<file path="src/rtl/rc_pkg.sv">
package rc_pkg;
  typedef enum logic [1:0] {
    MODE_PARITY = 2'b00,
    MODE_ONES   = 2'b01,
    MODE_TRANS  = 2'b10,
    MODE_TRANS2 = 2'b11
  } mode_e;

  typedef struct packed {
    logic clrAll;
    logic accEn;
    logic evalEn;
  } ctrl_s;
endpackage

</file>
<file path="src/rtl/rc_ctrl.sv">
module rc_ctrl
  import rc_pkg::*;
(
  input  logic  clk,
  input  logic  rstN,
  input  logic  startClr,
  input  logic  bitValid,
  input  logic  endTest,
  input  logic  matchIn,
  output ctrl_s ctrl,
  output logic  verdictValid,
  output logic  passOut,
  output logic  failOut
);
  // start/clear dominates accumulation and evaluation
  always_comb begin
    ctrl.clrAll = startClr;
    ctrl.accEn  = bitValid & ~startClr;
    ctrl.evalEn = endTest & ~startClr;
  end

  always_ff @(posedge clk or negedge rstN) begin
    if (!rstN) begin
      verdictValid <= 1'b0;
      passOut      <= 1'b0;
      failOut      <= 1'b0;
    end else if (ctrl.clrAll) begin
      verdictValid <= 1'b0;
      passOut      <= 1'b0;
      failOut      <= 1'b0;
    end else if (ctrl.evalEn) begin
      verdictValid <= 1'b1;
      passOut      <= matchIn;
      failOut      <= ~matchIn;
    end
  end
endmodule

</file>
<file path="src/rtl/rc_datapath.sv">
module rc_datapath
  import rc_pkg::*;
#(
  parameter int CNT_W = 8
) (
  input  logic             clk,
  input  logic             rstN,
  input  ctrl_s            ctrl,
  input  logic             respBit,
  input  logic [1:0]       modeSel,
  input  logic [CNT_W-1:0] refValue,
  output logic             matchOut,
  output logic [CNT_W-1:0] accCount
);
  localparam logic [CNT_W-1:0] CNT_MAX = {CNT_W{1'b1}};

  mode_e            mode;
  logic             parityQ;
  logic             prevQ;
  logic [CNT_W-1:0] cntQ;
  logic             bump;

  assign mode = mode_e'(modeSel);

  always_comb begin
    unique case (mode)
      MODE_ONES:               bump = respBit;
      MODE_TRANS, MODE_TRANS2: bump = respBit ^ prevQ;
      default:                 bump = 1'b0;
    endcase
  end

  always_ff @(posedge clk or negedge rstN) begin
    if (!rstN) begin
      parityQ <= 1'b0;
      prevQ   <= 1'b0;
      cntQ    <= '0;
    end else if (ctrl.clrAll) begin
      parityQ <= 1'b0;
      prevQ   <= 1'b0;
      cntQ    <= '0;
    end else if (ctrl.accEn) begin
      parityQ <= parityQ ^ respBit;
      prevQ   <= respBit;
      if (bump && (cntQ != CNT_MAX)) cntQ <= cntQ + 1'b1;
    end
  end

  always_comb begin
    if (mode == MODE_PARITY) matchOut = (parityQ == refValue[0]);
    else                     matchOut = (cntQ == refValue);
  end

  assign accCount = cntQ;
endmodule

</file>
<file path="src/rtl/resp_compactor.sv">
module resp_compactor
  import rc_pkg::*;
#(
  parameter int CNT_W = 8
) (
  input  logic             clk,
  input  logic             rstN,
  input  logic             startClr,
  input  logic             bitValid,
  input  logic             respBit,
  input  logic [1:0]       modeSel,
  input  logic [CNT_W-1:0] refValue,
  input  logic             endTest,
  output logic             verdictValid,
  output logic             passOut,
  output logic             failOut
);
  ctrl_s            ctrl;
  logic             match;
  logic [CNT_W-1:0] accCount;

  rc_ctrl ctrl_i (
    .clk(clk), .rstN(rstN), .startClr(startClr), .bitValid(bitValid),
    .endTest(endTest), .matchIn(match), .ctrl(ctrl),
    .verdictValid(verdictValid), .passOut(passOut), .failOut(failOut)
  );

  rc_datapath #(.CNT_W(CNT_W)) dp_i (
    .clk(clk), .rstN(rstN), .ctrl(ctrl), .respBit(respBit),
    .modeSel(modeSel), .refValue(refValue), .matchOut(match),
    .accCount(accCount)
  );
endmodule

</file>
<file path="config.mk">
export PLATFORM = sky130hd
export DESIGN_NAME = resp_compactor
export DESIGN_NICKNAME = d
export VERILOG_FILES = /design/src/rtl/rc_pkg.sv /design/src/rtl/rc_ctrl.sv /design/src/rtl/rc_datapath.sv /design/src/rtl/resp_compactor.sv
export SDC_FILE = /design/constraint.sdc
export NUM_CORES = 1
export LEC_CHECK = 0
export BUFFER_PORTS_ARGS = -buffer_cell sky130_fd_sc_hd__clkbuf_2
export CAP_MARGIN = 20
export CELL_PAD_IN_SITES_DETAIL_PLACEMENT = 0
export CELL_PAD_IN_SITES_GLOBAL_PLACEMENT = 1
export CORE_MARGIN = 3
export CORE_UTILIZATION = 37
export CTS_BUF_LIST = sky130_fd_sc_hd__clkbuf_8
export DETAILED_ROUTE_END_ITERATION = 8
export GPL_TIMING_DRIVEN = 0
export PLACE_DENSITY = 0.76
export SLEW_MARGIN = 10
export SYNTH_ARGS = -nofsm -noshare
export SYNTH_HDL_FRONTEND = slang
export SYNTH_SLANG_ARGS = --single-unit
</file>
<file path="constraint.sdc">
create_clock -name clk -period 1.9 [get_ports clk]
set_clock_uncertainty 0.1 [all_clocks]
set_input_delay 0.38 -clock clk [delete_from_list [all_inputs] [get_ports clk]]
set_output_delay 0.38 -clock clk [all_outputs]
set_load 0.01 [all_outputs]
</file>
**Yosys cells after proc, flatten, opt, wreduce, memory -nomap -nowiden**

Cells that the tools add are included.

- Flip-flop bits (word level): 13
- Bits of input ports: 16
- Output and inout bits: 3
- Logic and storage cells: 41

- Add/sub/neg operators: 1
- Eq/ne operators: 6
- Muxes and demuxes: 15
- Bitwise logic cells: 6
- Reduce and logical (&&, ||, !) cells: 7

Operator list:

| kind | number |
|---|---|
| $mux W8 | 3 |
| $mux W1 | 11 |
| $add A8 B1 Y8 const B | 1 |
| $eq A8 B8 Y1 | 1 |
| $ne A8 B8 Y1 const B | 1 |
| $reduce_bool A2 Y1 | 3 |
| $eq A2 B2 Y1 const B | 2 |
| $and A1 B1 Y1 | 2 |
| $eq A2 B1 Y1 const B | 1 |
| $logic_not A2 Y1 | 1 |
| $not A1 Y1 | 2 |
| $pmux W1 S2 | 1 |
| $reduce_and A2 Y1 | 1 |
| $reduce_or A2 Y1 | 1 |
| $xor A1 B1 Y1 | 2 |
| $eq A1 B1 Y1 | 1 |
| $logic_and A1 B1 Y1 | 1 |

**Longest topological paths before layout**

- Depth after elaboration: 7
- Depth in mapped cells: 6
- Mapped depth without buffers: 5

**By module**

Synthesis repeated with hierarchy kept, for this count alone.

- Cells, all modules: 88
- Area total of the unflattened synthesis: 818.3 um^2

Modules (own cells, without submodules):

| module | times used | cells each | area each (um^2) | sequential area each (um^2) |
|---|---|---|---|---|
| rc_datapath | 1 | 75 | 684.4 | 250.2 |
| rc_ctrl | 1 | 13 | 133.9 | 75.1 |

**Worst setup path before layout**

OpenSTA, ideal clock, no wires.

- Path type: register -> register
- Start point: register dp_i.cntQ[0], in the netlist dp_i.accCount[0]
- End point: register dp_i.cntQ[4], in the netlist dp_i.accCount[4]
- Library setup time: 0.127 ns
- Arrival: 1.652 ns
- Required time: 1.673 ns
- Setup slack: 0.021 ns
- Stages on the path, launching flop included: 7
- Buffers on the path: 1
- Period minus slack after synthesis: 1.879 ns
- Cells stage by stage: dfrtp_1 > ha_1 > and3_1 > a221oi_4 > buf_6 > nand4_1 > mux2_1

- Word-level cells in the longest chain between the ends: 4
- Elaborated cells between the ends (all ways): 8
- Classes of those cells: 1 x add/sub; 1 x eq/ne; 3 x mux; 3 x reduce/logical

RTL lines:

| item | RTL line | text |
|---|---|---|
| start, declared | rc_datapath.sv:20 | `logic [CNT_W-1:0] cntQ;` |
| start signal, assigned | rc_datapath.sv:45 | `if (bump && (cntQ != CNT_MAX)) cntQ <= cntQ + 1'b1;` |
| $add A8 B1 Y8 or $ne A8 B8 Y1 (tied branches) | rc_datapath.sv:45 |  |
| $mux W8 or $logic_and A1 B1 Y1 (tied branches) | rc_datapath.sv:45 |  |
| $mux W8 or $reduce_bool A2 Y1 (tied branches) | - |  |
| $mux W8 or $reduce_and A2 Y1 (tied branches) | - |  |

Several ways; a longest one is shown, not always the timed one. The select of a mux whose other input is x is not followed.
A chain may end at the register's enable or synchronous reset.

**Worst setup path in the final report**

- Start point: register dp_i.cntQ[3], in the netlist dp_i.accCount[3]
- End point: register dp_i.cntQ[4], in the netlist dp_i.accCount[4]

Same word-level chain as after synthesis.

==> key figures <==
Outcome
  • Status: complete, no violations

Global routing
  • Total track usage: 14.85%
  • Remaining Overflow, GRT: 0
  • First-pass GRT wire length: 2946 um
  • Pin count of the biggest net entering global routing: 14
  • Vias in the first global route: 691
  • Initial antenna violation count: 0

Setup path
  • Arrival @ worst endpoint: 1.86 ns
  • Worst EP required: 1.93 ns
  • Critical path type: reg -> reg
  • Crit path max fanout: 6
  • Worst R2R Setup Slack: 0.06 ns
  • Worst setup EP type: register
  • Type of origin of the critical path: register

Clock tree
  • Worst-Skew Late Latency: 0.25 ns
  • Clock sink count: 13
  • Clock Path Buffers: 2
  • CTS tree: built
  • CTS Buf Count: 3
  • Root Driver: clkbuf_8
  • Htree depth: 1
  • Clock transition at path regs: 0.06 ns

Routing
  • Pre-antenna DRT Iters: 4
  • Vias: 654
  • Initial DRC Count: 5
  • Vias per cell: 4.917
  • Final ANT Viol Nets: 0
  • Post-DR wirelength/cell: 12.39 um
  • WL final: 1648 um
  • Residual DRC count: 0

Floorplanning
  • IO Count: 19
  • Initial Utilization: 39.77%
  • Die footprint: 2720 sq um
  • Core Footprint: 1982 sq um
  • Height of the die: 52.16 um
  • Die W: 52.16 um
  • Floorplan row count: 16

Layout
  • Final Cell Area: 1021 sq um
  • Layout cells sized above 1: 35.85%
  • Diodes inserted: 0
  • Layout fillers: 189
  • Area Overhead vs Synth: 29.52%
  • Non-filler cells, final: 133
  • NumNets Final: 124
  • Final core occ: 51.52%

Yosys
  • Yosys cell types: 30
  • Cell area after synthesis: 788.3 sq um
  • Number of enable flip-flop cells after synthesis: 0
  • Sequential share of the synthesized area: 41.27%
  • Synth warn: 0
  • Cell count after synthesis: 78
  • Syn Nets: 95
  • Async S/R FF share, synth: 100.0%
  • Seq cells post-synth: 13
  • Synth Area per Inst: 10.11 sq um
  • Post-synth top flop: dfrtp_1

Timing
  • Max-slew headroom: 71.72%
  • Minimum clock period: 1.837 ns
  • Fin. Hold Viols: 0
  • Tightest Pin Transition: 0.4242 ns
  • Fin worst setup slack: 0.06343 ns
  • RSZ-0062 raised after global routing: true
  • Setup Viol. Count Final: 0
  • Fmax: 0.5445 GHz
  • Pins Over Slew Limit: 0
  • Final period util: 96.66%

Hold path
  • Tightest Hold Check Type: in -> reg

Place
  • Placed inst area: 907.1 sq um
  • Final HPWL DP: 1214 um
  • Buffers on Ports: 17
  • Post-Place Setup Slack: -0.1293 ns
  • Placer Congestion: 0.7246
  • Placed cell count: 122

Pwr
  • Power Density: 626.1 nW/um^2
  • Peak VDD IR: 0.0003504 V
  • Pwr Total: 639.2 uW
  • Leakage power: 0.5117 nW

Job
  • MaxCap Viol Count: 0
==> per-layer routing <==
layer	vias to the layer above	global-route usage [%]	wire [um]
met5	-	0	0
met4	0	7.660	36
met1	311	16.82	770
li1	330	-	-
met2	8	26.36	805
met3	5	2.579	36
==> per-stage QoR <==
step | TNS [ns] | hold WS, ns
after floorplan | 0 | -0.01559
after global placement | -0.2454 | 0.2029
after detailed placement | -0.2473 | 0.2074
after CTS | 0 | 0.3069
after global routing | -0.008570 | 0.3212
final | 0 | 0.3098
==> Yosys cell counts (2+ instances only) <==
master    count  area [sq um]
xor2_1        9         78.83
xnor2_1       2         17.52
nor3_1        2         10.01
a21oi_1       3         15.01
inv_1         2         7.510
nand2_1       2         7.510
nand4_1       3         18.77
mux2_1        2         22.52
and3_1        3         18.77
nand3b_1      2         15.01
dfrtp_1      13         325.3
clkbuf_1      2         7.510
nor2b_1       6         37.54
nor2_1       11         41.29
==> state kept, by name, summed over array words and instances (netlist names) <==
name                 cells
ctrl_i.verdictValid      1
dp_i.parityQ             1
ctrl_i.passOut           1
dp_i.accCount            8
dp_i.prevQ               1
ctrl_i.failOut           1
==> repair_timing <==
action                     4_1_cts  5_1_grt
setup buffers                    4        2
setup endpoints to repair        3        5
resized for setup                1        3
hold endpoints to repair        13        0
pin swaps                        0        2
gates cloned                     0        0
hold buffers                     1        0
==> worst max-delay path: stages (launching register included) <==
cell and delay (ns):
dfrtp_1 0.44, and3_4 0.18, and2_4 0.17, a221oi_4 0.27
buf_6 0.15, nand4_1 0.10, mux2_4 0.32
==> cell usage in the layout (no fill, tap or decap), types with 2 or more instances in the layout <==
master    netlist  layout
clkbuf_2        0      17
dfrtp_1        13      12
nor2_1         11      11
xor2_1          9       9
nor2b_1         6       6
buf_4           0       6
nand4_1         3       3
a21oi_1         3       3
clkbuf_8        0       3
clkbuf_1        2       2
nand3b_1        2       2
and3_1          3       2
inv_1           2       2
xnor2_1         2       2
nor3_1          2       2
nand2_1         2       2
==> final cells by class <==
class	instances	area [sq um]	share of cell area [%]
clock inverter	1	5.005	0.4902
sequential	13	326.6	31.99
multi-input combinational	60	447.9	43.87
tap	27	33.78	3.309
buffer	3	18.77	1.838
timing repair buffer	24	140.1	13.73
clock buffer	3	41.29	4.044
inverter	2	7.507	0.7353
==> kinds of logic after synthesis <==
kind of cell               synth area share [%]
AOI/OAI and AO/OA                         14.29
xor gates and xnor gates                  12.22
adders and majority gates                 1.587
buffers and inverters                     3.334
DFF                                       41.27
muxes                                     5.555
and+or+nand+nor                           21.75
==> report_power, final <==
group / total [mW] / switching [mW] / leakage, nW / internal, mW
logic: 0.0950 / 0.0481 / 0.311 / 0.0469
clock network: 0.252 / 0.107 / 0.0255 / 0.145
registers: 0.292 / 0.00569 / 0.175 / 0.286
total: 0.639 / 0.161 / 0.512 / 0.478
==> path summary, 6_finish.rpt <==
kind / endpoint / start / depth (start not counted)
max: dp_i.accCount[4] / dp_i.accCount[3] / 6
min reg2reg: ctrl_i.verdictValid / ctrl_i.verdictValid / 2
min: dp_i.prevQ / bitValid / 3
min in group asynchronous: dp_i.parityQ / rstN / 2
max in group asynchronous: dp_i.accCount[4] / rstN / 2
max reg2reg: dp_i.accCount[4] / dp_i.accCount[3] / 6
Power figures use the tool's default switching activity.
